### src/rtl/kcf_pkg.sv
package kcf_pkg;
  localparam int unsigned CODE_W  = 3;
  // largest exponent offset above BASE_SHIFT (code 7 -> +6)
  localparam int unsigned MAX_EXP = 6;

  // check time in clock cycles for a code; 0 means pass-through
  function automatic int unsigned check_cycles(input logic [CODE_W-1:0] code,
                                               input int unsigned base_shift);
    if (code == '0) return 0;
    return 32'd1 << (base_shift + int'(code) - 1);
  endfunction
endpackage

### src/rtl/kcf_sync.sv
module kcf_sync #(
  parameter int unsigned W = 8
) (
  input  logic         clk,
  input  logic         rst_n,
  input  logic [W-1:0] async_in,
  output logic [W-1:0] sync_out
);
  logic [W-1:0] meta;

  always_ff @(posedge clk or negedge rst_n) begin
    if (!rst_n) begin
      meta     <= '0;
      sync_out <= '0;
    end else begin
      meta     <= async_in;
      sync_out <= meta;
    end
  end
endmodule

### src/rtl/kcf_group.sv
module kcf_group #(
  parameter int unsigned GROUP_W    = 4,
  parameter int unsigned BASE_SHIFT = 8
) (
  input  logic                      clk,
  input  logic                      rst_n,
  input  logic [kcf_pkg::CODE_W-1:0] code,
  input  logic [GROUP_W-1:0]        sync_in,
  output logic [GROUP_W-1:0]        filt_out
);
  localparam int unsigned CNT_W = BASE_SHIFT + kcf_pkg::MAX_EXP;

  logic [kcf_pkg::CODE_W-1:0] code_q;
  logic [CNT_W-1:0]           cnt;
  logic [CNT_W-1:0]           last_cnt;
  logic [GROUP_W-1:0]         samp;
  logic [GROUP_W-1:0]         filt;
  logic [GROUP_W-1:0]         accept;
  logic                       code_chg;
  logic                       bypass_q;
  logic                       tick;

  // named events for the assertions
  assign code_chg = (code != code_q);
  assign bypass_q = (code_q == '0);
  assign last_cnt = CNT_W'(kcf_pkg::check_cycles(code, BASE_SHIFT) - 1);
  assign tick     = !code_chg && (code != '0) && (cnt == last_cnt);
  // agree with previous tick sample and differ from present output
  assign accept   = ~(sync_in ^ samp) & (sync_in ^ filt);

  always_ff @(posedge clk or negedge rst_n) begin
    if (!rst_n) begin
      code_q <= '0;
      cnt    <= '0;
      samp   <= '0;
      filt   <= '0;
    end else begin
      code_q <= code;
      if (code_chg) begin
        cnt <= '0;
        if (bypass_q) begin
          filt <= sync_in;
          samp <= sync_in;
        end else begin
          samp <= filt;
        end
      end else if (code == '0) begin
        cnt  <= '0;
        filt <= sync_in;
        samp <= sync_in;
      end else if (tick) begin
        cnt  <= '0;
        samp <= sync_in;
        filt <= filt ^ accept;
      end else begin
        cnt <= cnt + 1'b1;
      end
    end
  end

  assign filt_out = bypass_q ? sync_in : filt;

  // counter never passes the window of the active code
  p_cnt_in_window_r4: assert property (@(posedge clk) disable iff (!rst_n)
    (!code_chg && code != '0) |-> (cnt <= last_cnt));

  // filtered state moves only on a tick of a steady filtering code
  p_hold_between_ticks_r5: assert property (@(posedge clk) disable iff (!rst_n)
    (!bypass_q && (!tick || code_chg)) |=> $stable(filt));

  // a write between filtering codes restarts the count and holds outputs
  p_restart_on_write_r7: assert property (@(posedge clk) disable iff (!rst_n)
    (code_chg && !bypass_q) |=> (cnt == '0) && $stable(filt));

  // leaving or staying in pass-through seeds state from the synced input
  p_seed_from_bypass_r8: assert property (@(posedge clk) disable iff (!rst_n)
    bypass_q |=> (filt == $past(sync_in)) && (samp == $past(sync_in)));
endmodule

### src/rtl/key_chatter_filter.sv
module key_chatter_filter #(
  parameter int unsigned GROUP_W    = 4,
  parameter int unsigned NUM_GROUPS = 2,
  parameter int unsigned BASE_SHIFT = 8
) (
  input  logic                                    clk,
  input  logic                                    rst_n,
  input  logic [NUM_GROUPS*GROUP_W-1:0]           key_in,
  input  logic [NUM_GROUPS*kcf_pkg::CODE_W-1:0]   grp_code,
  output logic [NUM_GROUPS*GROUP_W-1:0]           key_out
);
  localparam int unsigned NUM_KEYS = NUM_GROUPS * GROUP_W;
  localparam int unsigned CW       = kcf_pkg::CODE_W;

  logic [NUM_KEYS-1:0] key_sync;

  kcf_sync #(.W(NUM_KEYS)) i_sync (
    .clk      (clk),
    .rst_n    (rst_n),
    .async_in (key_in),
    .sync_out (key_sync)
  );

  for (genvar g = 0; g < NUM_GROUPS; g++) begin : g_grp
    kcf_group #(.GROUP_W(GROUP_W), .BASE_SHIFT(BASE_SHIFT)) i_grp (
      .clk      (clk),
      .rst_n    (rst_n),
      .code     (grp_code[g*CW +: CW]),
      .sync_in  (key_sync[g*GROUP_W +: GROUP_W]),
      .filt_out (key_out[g*GROUP_W +: GROUP_W])
    );
  end

  // outputs are low for the whole first cycle after reset
  p_reset_low_r1: assert property (@(posedge clk) disable iff (!rst_n)
    $rose(rst_n) |-> (key_out == '0));
endmodule

### config.mk
export PLATFORM = sky130hd
export DESIGN_NAME = key_chatter_filter
export DESIGN_NICKNAME = d
export VERILOG_FILES = /design/src/rtl/kcf_pkg.sv /design/src/rtl/kcf_sync.sv /design/src/rtl/kcf_group.sv /design/src/rtl/key_chatter_filter.sv
export SDC_FILE = /design/constraint.sdc
export NUM_CORES = 1
export LEC_CHECK = 0
export BUFFER_PORTS_ARGS = -buffer_cell sky130_fd_sc_hd__clkbuf_2
export CORE_MARGIN = 4
export CORE_UTILIZATION = 50
export DETAILED_ROUTE_END_ITERATION = 10
export PLACE_DENSITY = 0.69
export SLEW_MARGIN = 0
export SYNTH_ARGS = -nofsm -noshare
export SYNTH_HDL_FRONTEND = slang
export SYNTH_SLANG_ARGS = --single-unit
### constraint.sdc
create_clock -name clk -period 6.3 [get_ports clk]
set_clock_uncertainty 0.2 [all_clocks]
set_input_delay 1.26 -clock clk [delete_from_list [all_inputs] [get_ports clk]]
set_output_delay 1.26 -clock clk [all_outputs]
set_load 0.1 [all_outputs]
### Word level (Yosys, flattened, before mapping)

Cells that the tools add are included.

* flip-flop bits (word level): 66
* input port bits: 16
* output and inout bits: 8
* logic and storage cells: 72

* $add $sub $neg: 8
* equal/unequal tests: 4
* shifts and indexed selects: 2
* muxes and demuxes: 24
* bitwise logic cells: 10
* reductions and logical operators: 14

Operators with widths (count)
* two-way mux 14 bit: 8
* left shift 1 x 32 -> 14 bit (first input constant): 2
* subtractor 32 x 1 -> 32 bit (second input constant): 2
* two-way mux 4 bit: 14
* adder 14 x 1 -> 14 bit (second input constant): 2
* equality test 14 bit: 2
* subtractor 14 x 1 -> 14 bit (second input constant): 2
* bitwise XOR 4 bit: 6
* logical NOT 3 bit: 4
* nonzero test 3 bit: 4
* adder 4 x 3 -> 5 bit (first input constant): 2
* bitwise AND 4 bit: 2
* inverter 4 bit: 2
* inequality test 3 bit: 2
* logical AND 1 bit: 4
* logical NOT 1 bit: 2
* two-way mux 1 bit: 2

### Logic depth before layout (Yosys ltp)

Gate-level depths: netlist of run 1.

* depth in word-level cells: 10
* gate-level depth with buffers: 17

### Modules after synthesis

A second synthesis of run 1 with hierarchy kept.

* cells, all modules: 484
* area total of the unflattened synthesis: 4566.9 sq um

By module, submodules not included
* kcf_group: instances 2, cells each 234, area each 2083.2 sq um, seq. area each 625.6 sq um
* kcf_sync: instances 1, cells each 16, area each 400.4 sq um, seq. area each 400.4 sq um

### Worst setup path before layout of run 1

No wires, ideal clock.

* kind: input to register
* from: input grp_code[4] (netlist bit)
* to: register g_grp[1].i_grp.cnt[6]
* arrival: 4614 ps
* data required time: 5981 ps
* setup slack: 1367 ps
* stages: 16
* path buffers: 5
* cells stage by stage: clkbuf_1 -> clkbuf_1 -> inv_1 -> ha_1 -> buf_2 -> nor3b_1 -> nand2_1 -> ha_1 -> nand2b_1 -> o32ai_1 -> xor2_1 -> or4_1 -> buf_2 -> o31ai_4 -> buf_4 -> nor2_1

* cells in the longest elaborated chain, start to end: 10

RTL lines
* start: declaration: RTL line key_chatter_filter.sv:9 `input logic [NUM_GROUPS*kcf_pkg::CODE_W-1:0] grp_code,`
* adder 4 x 3 -> 5 bit: RTL line kcf_pkg.sv:10 `return 32'd1 << (base_shift + int'(code) - 1);`
* subtractor 32 x 1 -> 32 bit: RTL line kcf_pkg.sv:10
* left shift 1 x 32 -> 14 bit: RTL line kcf_pkg.sv:10
* two-way mux 14 bit: RTL line kcf_pkg.sv:10
* subtractor 14 x 1 -> 14 bit: RTL line kcf_group.sv:26 `assign last_cnt = CNT_W'(kcf_pkg::check_cycles(code, BASE_SHIFT) - 1);`
* equality test 14 bit: RTL line kcf_group.sv:27 `assign tick = !code_chg && (code != '0) && (cnt == last_cnt);`
* logical AND 1 bit: RTL line kcf_group.sv:27
* two-way mux 14 bit: RTL line kcf_group.sv:51 `end else if (tick) begin`
* two-way mux 14 bit: RTL line kcf_group.sv:47 `end else if (code == '0) begin`
* two-way mux 14 bit (*): RTL line kcf_group.sv:39 `if (code_chg) begin`
* end signal: assignment: RTL line kcf_group.sv:56 `cnt <= cnt + 1'b1;`
* end: declaration: RTL line kcf_group.sv:14 `logic [CNT_W-1:0] cnt;`

Mark *: on every way between the ends. The rest lies on a longest branch, timed or not.
A chain may end at the register's enable or synchronous reset.

### Final worst setup path of run 1

* from: input grp_code[2] (netlist bit)
* to: register g_grp[0].i_grp.samp[2]

* cells in the longest elaborated chain, start to end: 8

RTL lines
* adder 4 x 3 -> 5 bit: RTL line kcf_pkg.sv:10
* subtractor 32 x 1 -> 32 bit: RTL line kcf_pkg.sv:10
* left shift 1 x 32 -> 14 bit: RTL line kcf_pkg.sv:10
* two-way mux 14 bit: RTL line kcf_pkg.sv:10
* subtractor 14 x 1 -> 14 bit: RTL line kcf_group.sv:26
* equality test 14 bit: RTL line kcf_group.sv:27
* logical AND 1 bit: RTL line kcf_group.sv:27
* nonzero test 3 bit (no source line)
* end signal: assignment: RTL line kcf_group.sv:43 `samp <= sync_in;`
* end signal: assignment: RTL line kcf_group.sv:45 `samp <= filt;`
* end signal: assignment: RTL line kcf_group.sv:50 `samp <= sync_in;`
* end: declaration: RTL line kcf_group.sv:16 `logic [GROUP_W-1:0] samp;`

Several ways; a longest one is shown, not always the timed one.

==> summary.txt, run 1 <==
Worst setup path
  – WP buf/inv: 2
  – Reg2Reg Launch Point: g_grp[1].i_grp.cnt[9]$_DFF_PN0_
  – Startpoint Class: primary input
  – CP dominant cell by count: ha_1
  – Critical path endpoint category: register
  – Crit path max-delay family: simple AND/OR/NAND/NOR gates
  – R2r worst-path depth: 6
  – Reg2reg end: g_grp[1].i_grp.samp[0]$_DFFE_PN0P_
  – Crit path DAT: 5.37 ns
  – CP Class: in -> reg
  – Max FO, Critical Path: 24
  – Cell Chain, Critical Path: clkbuf_2 > inv_1 > ha_1 > nor2b_1 > nand3_1 > ha_1 > nand2b_1 > nor4_1 > o31a_1 > o22ai_1 > or4_1 > or2_4 > o211a_1
  – CP peak stage delay: 0.71 ns
  – R2r setup slk: 3.31 ns
  – Critical Path RT: 6.35 ns
  – Slowest CP cell: or4_1

Hold path
  – Hold depth: 0
  – Worst min-delay path endpoint: i_sync.sync_out[6]$_DFF_PN0_
  – Worst Hold Class: reg -> reg
  – HP Start: i_sync.meta[6]$_DFF_PN0_

Finish
  – Final cell count without fillers: 645
  – Most frequent cells in the layout: dfrtp_1 (66), nor2_1 (49), nand2_1 (33), xnor2_1 (30)
  – Nets: 557
  – Fin area: 5020 µm²
  – Commonest non-fill, non-tap cell in the layout: dfrtp_1
  – Share of layout cells above drive strength 1: 14.6%
  – Final Util: 54.8%
  – Synthesis-to-layout area growth: 7.27%
  – Inserted Diodes: 0

Synth
  – Sequential area share after synthesis: 35.3%
  – FF+latch count, synth: 66
  – Syn Inst Count: 520
  – Yosys warns: 0
  – Syn Area/Cell: 9.00 µm²
  – FFs w/ async S/R, synth: 100%
  – Mapped Area: 4680 µm²
  – Synth Flop Type: dfrtp_1
  – Synth unique cells: 70
  – Post-synth EDFFs: 0
  – Synthesized Nets: 548

Clocking
  – Hold_buf cts: 0
  – H-tree depth: 3
  – Sink Count: 66
  – Setup Buffers After CTS: 0
  – TritonCTS clock tree: done
  – CTS Buffer Depth: 2
  – Worst-Skew Late Latency: 0.35 ns
  – Num CTS Buffers: 9
  – Clk root buf: clkbuf_8
  – Resized cells post-CTS: 0
  – Clock transition at path regs: 0.09 ns

STA
  – Slew headroom: 20.7%
  – Min cycle time layout: 5.32 ns
  – Final setup violation count: 0
  – Max Slew Vio Count: 0
  – RSZ-0062 raised after global routing: false
  – Fmax: 188 MHz
  – Setup TNS Final: 0 ns
  – Fin. Hold Viols: 0
  – Final period util: 84.5%
  – Worst slew pin tran: 1.18 ns

Route
  – Drt total wl: 10.4 mm
  – WL met3: 378 µm
  – Antenna-violating nets left: 0
  – M1 WL: 5.05 mm
  – DR pass1 iterations: 5
  – DRT iter0 DRCs: 378
  – DR WL met2: 4.81 mm
  – Highest metal used: met4
  – Drt wl/cell: 16.1 µm
  – Vias: 3890
  – DR DRC count: 0
  – Vias per cell: 6.03

Global route
  – GRT Util Overall: 19.5%
  – Largest net degree at the start of global routing: 67
  – Initial antenna violation count: 0
  – GR Overflow Total: 0
  – Vias in the first global route: 3712
  – First-pass GRT wire length: 17.8 mm

Run
  – Max-cap viol count: 0

Place
  – Cell total after placement: 629
  – IO buf count: 23
  – HPWL Detailed: 7.09 mm
  – DP Area: 4810 µm²
  – Final Wtd Congestion: 0.871

Die
  – IO Pins: 24
  – FP Rows: 35
  – Die width: 105 µm
  – Die Span Y: 105 µm
  – Starting Density: 51.1%
  – DIE AREA: 11000 µm²
  – Core Box Area: 9150 µm²

Run status
  – Outcome: finished clean

Pwr
  – Leak: 2.03 nW
  – Power Dens Cells: 280 nW/µm²
  – Tot Pwr: 0.00141 W
  – Maximum vdd ir drop: 0.000276 V
[power by group]
part	internal, W	total, W	switching [W]
Clock	0.000190	0.000379	0.000189
Combinational	0.000147	0.000496	0.000349
Sequential	0.000479	0.000532	0.0000530
Total	0.000816	0.00141	0.000591
[how the worst max path moves through the flow]
stage                startpoint                                 end  depth (start not counted)
floorplan           grp_code[4]     g_grp[1].i_grp.cnt[6]$_DFF_PN0_                         16
CTS                 grp_code[2]  g_grp[0].i_grp.samp[2]$_DFFE_PN0P_                         13
global placement    grp_code[2]  g_grp[0].i_grp.samp[3]$_DFFE_PN0P_                         13
global route        grp_code[2]    g_grp[0].i_grp.cnt[10]$_DFF_PN0_                         13
finish              grp_code[2]  g_grp[0].i_grp.samp[2]$_DFFE_PN0P_                         13
detailed placement  grp_code[2]  g_grp[0].i_grp.samp[2]$_DFFE_PN0P_                         13
[logic make-up (layout without fill, tap and decap cells)]
family / after synthesis / in the layout / synth area share, %
AO/OA/AOI/OAI: 123 / 123 / 19.6
XOR/XNOR: 50 / 50 / 9.36
adder cells (fa/ha/maj): 12 / 12 / 3.21
buffers and inverters: 50 / 64 / 5.05
flip-flops: 66 / 66 / 35.3
multiplexers: 15 / 15 / 3.40
AND/OR/NAND/NOR: 204 / 204 / 24.1
[worst reg2reg max path, cell delays in order (launching register included)]
cell and delay [ns]:
dfrtp_1 0.47, or3_1 0.40, a221o_1 0.32, or4_1 0.67, o31ai_4 0.37, buf_4 0.29, mux2i_1 0.20
[layer usage]
| layer | vias up | global-route usage [%] |
|---|---|---|
| met5 | - | 0 |
| met4 | 0 | 7.03 |
| met3 | 15 | 3.09 |
| met2 | 82 | 29.9 |
| met1 | 1894 | 27.8 |
| li1 | 1899 | - |
[final cells by class]
class,instances,area [µm²]
Inverter,19,71.3
Multi-Input combinational cell,404,2790
Clock inverter,7,82.6
Fill cell,797,4130
Tap cell,111,139
Timing Repair Buffer,29,160
Sequential cell,66,1650
Clock buffer,9,124
[Yosys cell counts, types with 11 or more instances]
cell       n  area [µm²]
clkbuf_1  12        45.0
xnor2_1   30         263
nor3_1    18        90.1
xor2_1    20         175
and3_1    11        68.8
a211oi_1  12        90.1
o21ai_0   22         110
inv_1     19        71.3
dfrtp_1   66        1650
nand3_1   16        80.1
nand2_1   33         124
o211ai_1  11        82.6
a21oi_1   13        65.1
nor2_1    49         184
nand2b_1  14        87.6
ha_1      12         150
[through the flow]
step,hold slack (ns),worst slack (ns)
2_1_floorplan,0.131,1.37
3_3_place_gp,0.133,0.813
3_5_place_dp,0.136,0.672
4_1_cts,0.155,1.02
5_1_grt,0.156,0.621
6_report,0.155,0.978
Power figures use the tool's default switching activity.
==> run 2, diff against run 1 <==
ABC_AREA = 1   (was default)
clock period = 4.9 ns   (was 6.3 ns; I/O delays follow)
==> run 2 against run 1 <==
Effect of this change: hold slack got worse by 0.0043 ns; total power increased by 0.61%; global-route usage decreased by 0.79 points; non-clock buffer count decreased by 4; via count decreased by 5.9%; final area decreased by 8.1%; setup slack improved by 0.12 ns; core utilization increased by 1.3 points; die area decreased by 8.7%; count of clock-buffer cells in the layout increased by 2; flip-flop and latch count unchanged.
==> summary.txt, run 2 <==
Run status
  – Outcome: finished clean (unchanged)

Place
  – IO buf count: 23 (unchanged)
  – Final Wtd Congestion: 0.894 (was 0.871)
  – Cell total after placement: 710 (was 629)
  – DP Area: 4410 µm² (was 4810 µm²)
  – HPWL Detailed: 6.56 mm (was 7.09 mm)
  – Dpl ws: 0.775 ns (was 0.672 ns)

Worst setup path
  – R2r worst-path depth: 6 (unchanged)
  – CP peak stage delay: 0.37 ns (was 0.71 ns)
  – Reg2Reg Launch Point: g_grp[1].i_grp.code_q[1]$_DFF_PN0_ (was g_grp[1].i_grp.cnt[9]$_DFF_PN0_)
  – Worst Setup SP: grp_code[4] (was grp_code[2])
  – WP buf/inv: 4 (was 2)
  – Reg2reg end: g_grp[1].i_grp.cnt[6]$_DFF_PN0_ (was g_grp[1].i_grp.samp[0]$_DFFE_PN0P_)
  – Slowest CP cell: nand2_1 (was or4_1)
  – Critical path depth: 19 (was 13)
  – Critical Path Sink: g_grp[1].i_grp.cnt[6]$_DFF_PN0_ (was g_grp[0].i_grp.samp[2]$_DFFE_PN0P_)
  – CP Class: in -> reg (unchanged)
  – Crit path max-delay family: simple AND/OR/NAND/NOR gates (unchanged)
  – Crit path DAT: 3.81 ns (was 5.37 ns)
  – Cell Chain, Critical Path: clkbuf_2 > inv_2 > ha_1 > nand2_4 > nand2_4 > nor2_1 > inv_1 > ha_1 > xor2_1 > nand2_1 > nor2_1 > nand2_1 > nor2_1 > nand3_1 > nor2_1 > nand3_1 > nand2_1 > buf_4 > nor3_1 (was clkbuf_2 > inv_1 > ha_1 > nor2b_1 > nand3_1 > ha_1 > nand2b_1 > nor4_1 > o31a_1 > o22ai_1 > or4_1 > or2_4 > o211a_1)
  – Critical Path RT: 4.91 ns (was 6.35 ns)
  – CP dominant cell by count: nor2_1 (was ha_1)
  – Startpoint Class: primary input (unchanged)
  – R2r setup slk: 2.51 ns (was 3.31 ns)
  – Max FO, Critical Path: 17 (was 24)
  – Critical path endpoint category: register (unchanged)

Synth
  – Sequential area share after synthesis: 39.0% (was 35.3%)
  – Synth top cells by count: nand2_1 (163), nor2_1 (73), inv_1 (72), dfrtp_1 (66), nand3_1 (63) (was dfrtp_1 (66), nor2_1 (49), nand2_1 (33), xnor2_1 (30), o21ai_0 (22))
  – Syn Inst Count: 592 (was 520)
  – Yosys warns: 0 (unchanged)
  – Syn Area/Cell: 7.16 µm² (was 9.00 µm²)
  – Yosys top cell area share: 39.0% (was 35.3%)
  – Synth Flop Type: dfrtp_1 (unchanged)
  – Mapped Area: 4240 µm² (was 4680 µm²)
  – FFs w/ async S/R, synth: 100% (unchanged)
  – Cell type with the largest total area after synthesis: dfrtp_1 (unchanged)
  – Synth unique cells: 31 (was 70)
  – Post-synth EDFFs: 0 (unchanged)
  – Synthesized Nets: 620 (was 548)
  – FF+latch count, synth: 66 (unchanged)
  – Area contributors post-synth: dfrtp_1 (39%), nand2_1 (14%), nand3_1 (7.4%) (was dfrtp_1 (35%), xnor2_1 (5.6%), nor2_1 (3.9%))
  – Top-count cell post-synth: nand2_1 (was dfrtp_1)

Finish
  – Share of layout cells above drive strength 1: 11.0% (was 14.6%)
  – Nets: 644 (was 557)
  – FILL cells: 802 (was 797)
  – Area of the multi-input gates: 2190 µm² (was 2790 µm²)
  – Final cell count without fillers: 726 (was 645)
  – Commonest non-fill, non-tap cell in the layout: nand2_1 (was dfrtp_1)
  – Reg area: 1650 µm² (unchanged)
  – Fin area: 4610 µm² (was 5020 µm²)
  – Inserted Diodes: 0 (unchanged)
  – Synthesis-to-layout area growth: 8.86% (was 7.27%)
  – Most frequent cells in the layout: nand2_1 (163), nor2_1 (73), inv_1 (72), dfrtp_1 (66), nand3_1 (63) (was dfrtp_1 (66), nor2_1 (49), nand2_1 (33), xnor2_1 (30))

Route
  – Drt wl/cell: 12.0 µm (was 16.1 µm)
  – Vias: 3659 (was 3890)
  – Antenna-violating nets left: 0 (unchanged)
  – Vias per cell: 5.04 (was 6.03)
  – DRT iter0 DRCs: 176 (was 378)
  – DR pass1 iterations: 4 (was 5)
  – Drt total wl: 8.72 mm (was 10.4 mm)
  – DR DRC count: 0 (unchanged)

STA
  – Fin. Hold Viols: 0 (unchanged)
  – Final period util: 77.6%
  – Max Slew Vio Count: 0 (unchanged)
  – Worst slew pin tran: 0.665 ns (was 1.18 ns)
  – Min cycle time layout: 3.80 ns
  – Setup TNS Final: 0 ns (unchanged)
  – Slew headroom: 55.6% (was 20.7%)
  – RSZ-0062 raised after global routing: false (unchanged)
  – Final worst setup slack: 1.10 ns (was 0.978 ns)
  – Final setup violation count: 0 (unchanged)
  – Hold slack: 0.150 ns (was 0.155 ns)
  – Fmax: 263 MHz

Global route
  – GRT Util Overall: 18.7% (was 19.5%)
  – Initial antenna violation count: 0 (unchanged)
  – Largest net degree at the start of global routing: 40 (was 67)
  – GR Overflow Total: 0 (unchanged)
  – Vias in the first global route: 3490 (was 3712)
  – First-pass GRT wire length: 15.3 mm (was 17.8 mm)

Clocking
  – CTS Buffer Depth: 2 (unchanged)
  – TritonCTS clock tree: done (unchanged)
  – H-tree depth: 3 (unchanged)
  – Worst-Skew Late Latency: 0.34 ns (was 0.35 ns)
  – Clock transition at path regs: 0.08 ns (was 0.09 ns)
  – Sink Count: 66 (unchanged)
  – Num CTS Buffers: 9 (unchanged)
  – Clk root buf: clkbuf_8 (unchanged)
  – Setup Buffers After CTS: 0 (unchanged)
  – Hold_buf cts: 0 (unchanged)
  – Resized cells post-CTS: 0 (unchanged)

Die
  – Die Span Y: 100 µm (was 105 µm)
  – IO Pins: 24 (unchanged)
  – Die width: 100 µm (was 105 µm)
  – DIE AREA: 10000 µm² (was 11000 µm²)
  – Starting Density: 51.6% (was 51.1%)
  – FP Rows: 33 (was 35)
  – Core Box Area: 8220 µm² (was 9150 µm²)

Hold path
  – Worst Hold Class: reg -> reg (unchanged)

Run
  – Max-cap viol count: 0 (unchanged)

Pwr
  – Maximum vdd ir drop: 0.000216 V (was 0.000276 V)
  – Leak: 2.28 nW (was 2.03 nW)
  – Power Dens Cells: 307 nW/µm² (was 280 nW/µm²)
## run 2: cell count changes after synthesis, moves of 9 or more
cell      delta
nand2_1    +130
inv_1       +53
nor2b_1      -9
xnor2_1     -22
nand3_1     +47
clkbuf_1    -10
nand2b_1    -14
nor3_1       -9
and3_1      -11
nand4_1      +9
nor2_1      +24
a211oi_1    -12
o211ai_1    -11
## run 2: metal layers
layer	wire length (µm)	global-route usage, %	up-vias
met5	0	0	-
met4	103	5.18	0
met3	271	3.89	9
met2	4270	33.6	48
met1	4080	22.6	1678
li1	-	-	1924
## run 2: cell type report
cell class	instances	area share (%)
Clock buffer	11	3.06
Clock inverter	5	1.36
Inverter	79	6.54
Multi-Input combinational cell	435	47.6
Sequential cell	66	35.8
Tap cell	105	2.85
Timing Repair Buffer	25	2.82
## run 2: logic make-up (layout without fill, tap and decap cells)
group / after synthesis / in the layout / synth area share [%]
buffers and inverters: 91 / 120 / 9.24
XOR/XNOR: 24 / 24 / 4.96
adder cells (fa/ha/maj): 12 / 12 / 3.54
AO/OA/AOI/OAI: 51 / 51 / 6.52
AND/OR/NAND/NOR: 348 / 348 / 36.8
flip-flops: 66 / 66 / 39.0
## run 2: worst reg2reg max path, stage by stage, from the launching register on
cell and delay [ns]:
dfrtp_1 0.39, xnor2_1 0.14, nand3_1 0.28, nor2_1 0.41, nand2_1 0.40, buf_4 0.32
nor3_1 0.16
## run 2: worst min-delay path by stage
stage,slack (ns),to,startpoint,cells after the start
4_1_cts,0.15,i_sync.sync_out[0]$_DFF_PN0_,i_sync.meta[0]$_DFF_PN0_,0
2_1_floorplan,0.13,i_sync.sync_out[0]$_DFF_PN0_,i_sync.meta[0]$_DFF_PN0_,0
3_3_place_gp,0.13,i_sync.sync_out[4]$_DFF_PN0_,i_sync.meta[4]$_DFF_PN0_,0
5_1_grt,0.16,i_sync.sync_out[5]$_DFF_PN0_,i_sync.meta[5]$_DFF_PN0_,0
3_5_place_dp,0.14,i_sync.sync_out[0]$_DFF_PN0_,i_sync.meta[0]$_DFF_PN0_,0
6_report,0.15,i_sync.sync_out[3]$_DFF_PN0_,i_sync.meta[3]$_DFF_PN0_,0
## run 2: per-stage QoR
stage / total power, W / util, %
global placement: 0.000951 / 53.7
CTS: 0.00143 / 56.1
detailed placement: 0.000960 / 53.7
global route: 0.00150 / 56.1
floorplan: 0.000894 / -
finish: 0.00142 / 56.1
## run 2: report_power, final
group | internal [W] | switching, W
Sequential | 0.000586 | 0.0000227
Combinational | 0.0000818 | 0.000259
Clock | 0.000252 | 0.000215
Total | 0.000919 | 0.000496
